`config.mk`:
```
export PLATFORM = sky130hd
export DESIGN_NAME = led_frame_seq
export DESIGN_NICKNAME = d
export VERILOG_FILES = /design/src/rtl/led_seq_pkg.sv /design/src/rtl/seq_slot_timer.sv /design/src/rtl/seq_bit_walker.sv /design/src/rtl/seq_led_walker.sv /design/src/rtl/led_frame_seq.sv
export SDC_FILE = /design/constraint.sdc
export NUM_CORES = 1
export LEC_CHECK = 0
export ABC_AREA = 1
export CAP_MARGIN = 15
export CELL_PAD_IN_SITES_DETAIL_PLACEMENT = 1
export CELL_PAD_IN_SITES_GLOBAL_PLACEMENT = 1
export CORE_ASPECT_RATIO = 0.5
export CORE_MARGIN = 8
export CORE_UTILIZATION = 44
export CTS_CLUSTER_DIAMETER = 120
export DETAILED_ROUTE_END_ITERATION = 10
export DONT_BUFFER_PORTS = 1
export GPL_TIMING_DRIVEN = 1
export PLACE_DENSITY_LB_ADDON = 0.1
export REMOVE_ABC_BUFFERS = 1
export SLEW_MARGIN = 20
export SYNTH_ARGS = -nofsm -noshare
export SYNTH_HDL_FRONTEND = slang
export SYNTH_SLANG_ARGS = --single-unit
export TNS_END_PERCENT = 1
```
`constraint.sdc`:
```
create_clock -name clk -period 3.36 [get_ports clk]
set_input_delay 0.672 -clock clk [delete_from_list [all_inputs] [get_ports clk]]
set_output_delay 0.672 -clock clk [all_outputs]
set_load 0.01 [all_outputs]
```
`src/rtl/led_seq_pkg.sv`:
```
package led_seq_pkg;
  typedef enum logic {
    PH_RET = 1'b0,
    PH_LED = 1'b1
  } phase_e;
endpackage

```
`src/rtl/seq_slot_timer.sv`:
```
module seq_slot_timer #(
  parameter int CNT_W = 16
) (
  input  logic             clk,
  input  logic             rst,
  input  logic [CNT_W-1:0] limit,
  output logic [CNT_W-1:0] dur,
  output logic             last
);
  logic [CNT_W:0] dur_inc;

  // a limit of 0 ends the slot after one cycle, same as 1
  assign dur_inc = {1'b0, dur} + 1'b1;
  assign last    = dur_inc >= {1'b0, limit};

  always_ff @(posedge clk) begin
    if (rst)       dur <= '0;
    else if (last) dur <= '0;
    else           dur <= dur_inc[CNT_W-1:0];
  end
endmodule

```
`src/rtl/seq_bit_walker.sv`:
```
module seq_bit_walker #(
  parameter int BITS  = 24,
  parameter int BIT_W = $clog2(BITS)
) (
  input  logic             clk,
  input  logic             rst,
  input  logic             step,
  output logic [BIT_W-1:0] bit_idx,
  output logic             at_zero
);
  localparam logic [BIT_W-1:0] TOP = BIT_W'(BITS - 1);

  assign at_zero = (bit_idx == '0);

  always_ff @(posedge clk) begin
    if (rst)          bit_idx <= TOP;
    else if (step) begin
      if (at_zero)    bit_idx <= TOP;
      else            bit_idx <= bit_idx - 1'b1;
    end
  end
endmodule

```
`src/rtl/seq_led_walker.sv`:
```
module seq_led_walker #(
  parameter int IDX_W = 8
) (
  input  logic             clk,
  input  logic             rst,
  input  logic             step,
  input  logic [IDX_W-1:0] num_leds,
  output logic [IDX_W-1:0] led_idx,
  output logic             at_last
);
  logic [IDX_W:0] led_inc;

  assign led_inc = {1'b0, led_idx} + 1'b1;
  assign at_last = led_inc >= {1'b0, num_leds};

  always_ff @(posedge clk) begin
    if (rst)          led_idx <= '0;
    else if (step) begin
      if (at_last)    led_idx <= '0;
      else            led_idx <= led_inc[IDX_W-1:0];
    end
  end
endmodule

```
`src/rtl/led_frame_seq.sv`:
```
module led_frame_seq
  import led_seq_pkg::*;
#(
  parameter int IDX_W = 8,
  parameter int CNT_W = 16,
  parameter int BITS_PER_LED = 24,
  parameter int BIT_W = $clog2(BITS_PER_LED)
) (
  input  logic             clk,
  input  logic             rst,
  input  logic [IDX_W-1:0] num_leds,
  input  logic [CNT_W-1:0] slot_cycles,
  input  logic [CNT_W-1:0] ret_cycles,
  output logic             cmd_is_led,
  output logic [IDX_W-1:0] cmd_led,
  output logic [BIT_W-1:0] cmd_bit,
  output logic [CNT_W-1:0] cmd_dur
);
  localparam logic [BIT_W-1:0] BIT_TOP = BIT_W'(BITS_PER_LED - 1);

  phase_e           phase_q;
  logic [CNT_W-1:0] limit;
  logic             slot_last;
  logic             bit_step, bit_zero;
  logic             led_step, led_last;
  logic [BIT_W-1:0] bit_q;
  logic [IDX_W-1:0] led_q;
  logic             frame_end;

  assign limit     = (phase_q == PH_LED) ? slot_cycles : ret_cycles;
  assign bit_step  = (phase_q == PH_LED) && slot_last;
  assign led_step  = bit_step && bit_zero;
  assign frame_end = led_step && led_last;

  seq_slot_timer #(.CNT_W(CNT_W)) u_timer (
    .clk(clk), .rst(rst), .limit(limit), .dur(cmd_dur), .last(slot_last)
  );

  seq_bit_walker #(.BITS(BITS_PER_LED), .BIT_W(BIT_W)) u_bits (
    .clk(clk), .rst(rst), .step(bit_step), .bit_idx(bit_q), .at_zero(bit_zero)
  );

  seq_led_walker #(.IDX_W(IDX_W)) u_leds (
    .clk(clk), .rst(rst), .step(led_step), .num_leds(num_leds),
    .led_idx(led_q), .at_last(led_last)
  );

  always_ff @(posedge clk) begin
    if (rst) phase_q <= PH_RET;
    else begin
      case (phase_q)
        PH_RET:  if (slot_last && (num_leds != '0)) phase_q <= PH_LED;
        PH_LED:  if (frame_end) phase_q <= PH_RET;
        default: phase_q <= PH_RET;
      endcase
    end
  end

  assign cmd_is_led = (phase_q == PH_LED);
  assign cmd_led    = cmd_is_led ? led_q : '0;
  assign cmd_bit    = cmd_is_led ? bit_q : '0;

  // reset lands at the start of a return period
  a_r1_reset_ret: assert property (@(posedge clk)
    rst |=> (!cmd_is_led && cmd_dur == '0));

  // every frame begins at LED 0, top bit
  a_r3_frame_start: assert property (@(posedge clk) disable iff (rst)
    $rose(cmd_is_led) |-> (cmd_led == '0 && cmd_bit == BIT_TOP && cmd_dur == '0));

  // slot counter advances by one inside a slot
  a_r4_dur_step: assert property (@(posedge clk) disable iff (rst)
    (cmd_is_led && $past(cmd_is_led) && cmd_dur != '0) |-> (cmd_dur == $past(cmd_dur) + 1'b1));

  // LED index advances after bit 0 of a non-final LED
  a_r5_led_advance: assert property (@(posedge clk) disable iff (rst)
    (bit_step && bit_zero && !led_last) |=>
      (cmd_is_led && cmd_led == $past(cmd_led) + 1'b1 && cmd_bit == BIT_TOP));

  // final LED's bit 0 leads into the return period
  a_r6_frame_end: assert property (@(posedge clk) disable iff (rst)
    frame_end |=> (!cmd_is_led && cmd_dur == '0));

  // the index stays inside the chain
  a_r10_led_in_range: assert property (@(posedge clk) disable iff (rst)
    cmd_is_led |-> ({1'b0, cmd_led} < {1'b0, num_leds}));
endmodule

```
==> flow_metrics.env <==
export IMPL_status="finished clean"
export IMPL_dp_hpwl_microns=5526
export IMPL_multi_input_area_sq_mm=0.001625
export IMPL_cts_sinks=30
export IMPL_ys_types=36
export IMPL_p_leak_nw=1.447
export IMPL_cts_htree_levels=2
export IMPL_first_global_vias=2434
export IMPL_vias_per_cell=5.215
export IMPL_arrival_ns=3.19
export IMPL_grt_use_total=0.1627
export IMPL_synthCells=371
export IMPL_num_vias=2326
export IMPL_synth_area_leaders="dfxtp_1, ha_1, nand2_1, inv_1, mux2i_1"
export IMPL_cts_setup_buffers=0
export IMPL_maxCapViolations=0
export IMPL_netlist_area_leader_share=0.2385
export IMPL_grt_pass1_wl_microns=11260
export IMPL_maxSlewHeadroom=0.5622
export IMPL_min_from="rst"
export IMPL_cp_start_kind="flip-flop"
export IMPL_ff2ff_setup_slack_ns=0.34
export IMPL_path_max_fanout=11
export IMPL_n_antenna_cell=0
export IMPL_grt_start_max_net_pins=23
export IMPL_synth_edf_count=0
export IMPL_final_cell_mix="nand2_1, inv_1, nor2_1"
export IMPL_synth_seq_cells=30
export IMPL_drive_gt1_frac=0.09383
export IMPL_die_height_microns=69.50
export IMPL_power_density_mw_per_mm2=320.8
export IMPL_die_width_microns=123.0
export IMPL_die_area_sq_mm=0.008548
export IMPL_tritoncts="yes"
export IMPL_drtPass1Iterations=4
export IMPL_min_path_cells=1
export IMPL_routedWlPerCell_microns=15.40
export IMPL_root_buffer="clkbuf_16"
export IMPL_drt_total_wl_microns=6867
export IMPL_cts_path_max_buffers=2
export IMPL_tns_ns=0
export IMPL_row_count=19
export IMPL_critPathCaptureType="flip-flop"
export IMPL_finalWorstSetupSlack_ns=0.3351
export IMPL_fmax_mhz=330.6
export IMPL_min_to="u_bits.bit_idx[3]"
export IMPL_worstPathRequired_ns=3.53
export IMPL_finalHoldViolCount=0
export IMPL_io_buffers=0
export IMPL_setup_viol=0
export IMPL_cts_made_buffers=5
export IMPL_preCtsSetupSlack_ns=0.3020
export IMPL_yosysSeqAreaShare=0.2385
export IMPL_min_period_ns=3.025
export IMPL_drc=0
export IMPL_rr_worst_depth=21
export IMPL_fillers=724
export IMPL_start_util=0.4586
export IMPL_worst_slew_pin_slew_ns=0.6567
export IMPL_r2r_end="u_bits.bit_idx[4]"
export IMPL_final_util=0.4969
export IMPL_gp_congestion=0.7968
export IMPL_path_class="flip-flop to flip-flop"
export IMPL_finalClockSkew_ns=0.002282
export IMPL_pin_count=72
export IMPL_syn_avg_cell_area_sq_um=6.789
export IMPL_clk_latency_ns=0.28
export IMPL_cts_reportedPaths_clkPinSlew_ns=0.05
export IMPL_first_iter_violations=24
export IMPL_yosysWarnings=0
export IMPL_layout_commonest_cell="nand2_1"
export IMPL_grt_ovfl_total=0
export IMPL_ir_drop_uv=214.8
export IMPL_fin_nets=441
export IMPL_post_route_period_util=0.9003
export IMPL_r2r_start="u_timer.dur[0]"
export IMPL_synth_area_sq_mm=0.002519
export IMPL_detail_route_antenna_nets=0
export IMPL_synth_top_area_cell="dfxtp_1"
export IMPL_synth_ff_type="dfxtp_1"
export IMPL_min_delay_path_class="input pin to flip-flop"
export IMPL_antenna_found_initial=0
export IMPL_rsz0062_at_grt="false"
export IMPL_async_flop_share=0
export IMPL_syn_to_final_growth_pct=8.346
export IMPL_seq_area_sq_um=601.8
export IMPL_final_max_slew_viol_count=0
export IMPL_core_sq_mm=0.005492
[worst max path at each step]
stage	startpoint	slack, ns	end
finish	u_timer.dur[0]	0.34	u_bits.bit_idx[4]
global route	u_timer.dur[0]	0.03	u_bits.bit_idx[4]
floorplan	cmd_is_led	0.58	u_timer.dur[2]
detailed placement	u_timer.dur[0]	0.30	u_bits.bit_idx[4]
CTS	u_timer.dur[0]	0.21	u_bits.bit_idx[4]
global placement	u_timer.dur[0]	0.35	u_bits.bit_idx[4]
[area by class of cell]
| type | count | area share |
|---|---|---|
| clock inverters | 1 | 0.001834 |
| clock buffers | 7 | 0.05227 |
| repair buffers | 2 | 0.005502 |
| multi-input cells | 267 | 0.5956 |
| inverters | 66 | 0.09078 |
| flip-flops and latches | 30 | 0.2205 |
| well taps | 73 | 0.03347 |
[state kept, by name (all words and copies together), names as in the netlist]
register        cells
u_leds.led_idx      8
u_bits.bit_idx      5
u_timer.dur        16
cmd_is_led          1
[stage by stage]
| step | cell area [sq um] | instances | total power, W | hold WS, ns |
|---|---|---|---|---|
| detailed placement | 2581 | 438 | 0.0004333 | 0.4833 |
| floorplan | 2474 | 363 | 0.0004162 | 0.4482 |
| CTS | 2729 | 446 | 0.0008846 | 0.4496 |
| finish | 2729 | 446 | 0.0008753 | 0.4558 |
| global placement | 2581 | 438 | 0.0004293 | 0.4716 |
| global route | 2729 | 446 | 0.0009186 | 0.4538 |
[cell usage after synthesis, types with 2 or more instances]
cell type and count:
nand3_1 19, inv_1 65, dfxtp_1 30, nand4_1 13
o21ai_0 2, mux2i_1 15, nand2_1 85, o21ai_1 9
nor4_1 2, xor2_1 9, xnor2_1 6, nand3_2 2
buf_1 3, nor3_1 4, o211ai_1 2, or2_2 4
ha_1 27, nor2_1 34, a21oi_1 11, buf_2 3
nor2_2 8, nand2_2 4
[logic make-up after synthesis]
| kind of cell | share of synthesized area |
|---|---|
| AND/OR/NAND/NOR | 0.3338 |
| buffers and inverters | 0.1162 |
| flip-flops | 0.2385 |
| AO/OA/AOI/OAI | 0.06557 |
| adder cells (fa/ha/maj) | 0.1341 |
| XOR/XNOR | 0.05216 |
| multiplexers | 0.05961 |
[what timing repair did]
| item | 4_1_cts | 5_1_grt |
|---|---|---|
| hold buffers | 0 | 0 |
| endpoints found under the setup margin | 0 | 11 |
| resized for setup | 0 | 1 |
[metal layers]
metal	part of all wire	up-vias	wire, microns	track usage
met1	0.45	1089	3113	0.1852
met3	0.064	10	441	0.05280
li1	-	1181	-	-
met4	0.014	0	96	0.05166
met5	0	-	0	0
met2	0.47	46	3216	0.2810
[power by group]
part	internal [W]	total [W]	switching, W
Clock	0.000293	0.000450	0.000157
Combinational	0.0000233	0.0000606	0.0000372
Sequential	0.000359	0.000365	0.00000507
[critical path: stages (launching register included)]
cell and delay, ns:
dfxtp_1 0.44, and3_1 0.24, nand2_1 0.10, inv_1 0.07
nand2_1 0.08, nor2_2 0.19, nand2_1 0.12, o21ai_1 0.22
inv_1 0.08, ha_1 0.29, nand2_1 0.06, inv_1 0.05
nand2_1 0.09, nor2_1 0.06, nand2_1 0.07, nand3_1 0.09
nor2_2 0.18, nand2_4 0.10, nand3_2 0.19, nand2_1 0.08
inv_1 0.06, nand2_1 0.05
Note: power is estimated with default switching activity, not from simulation.
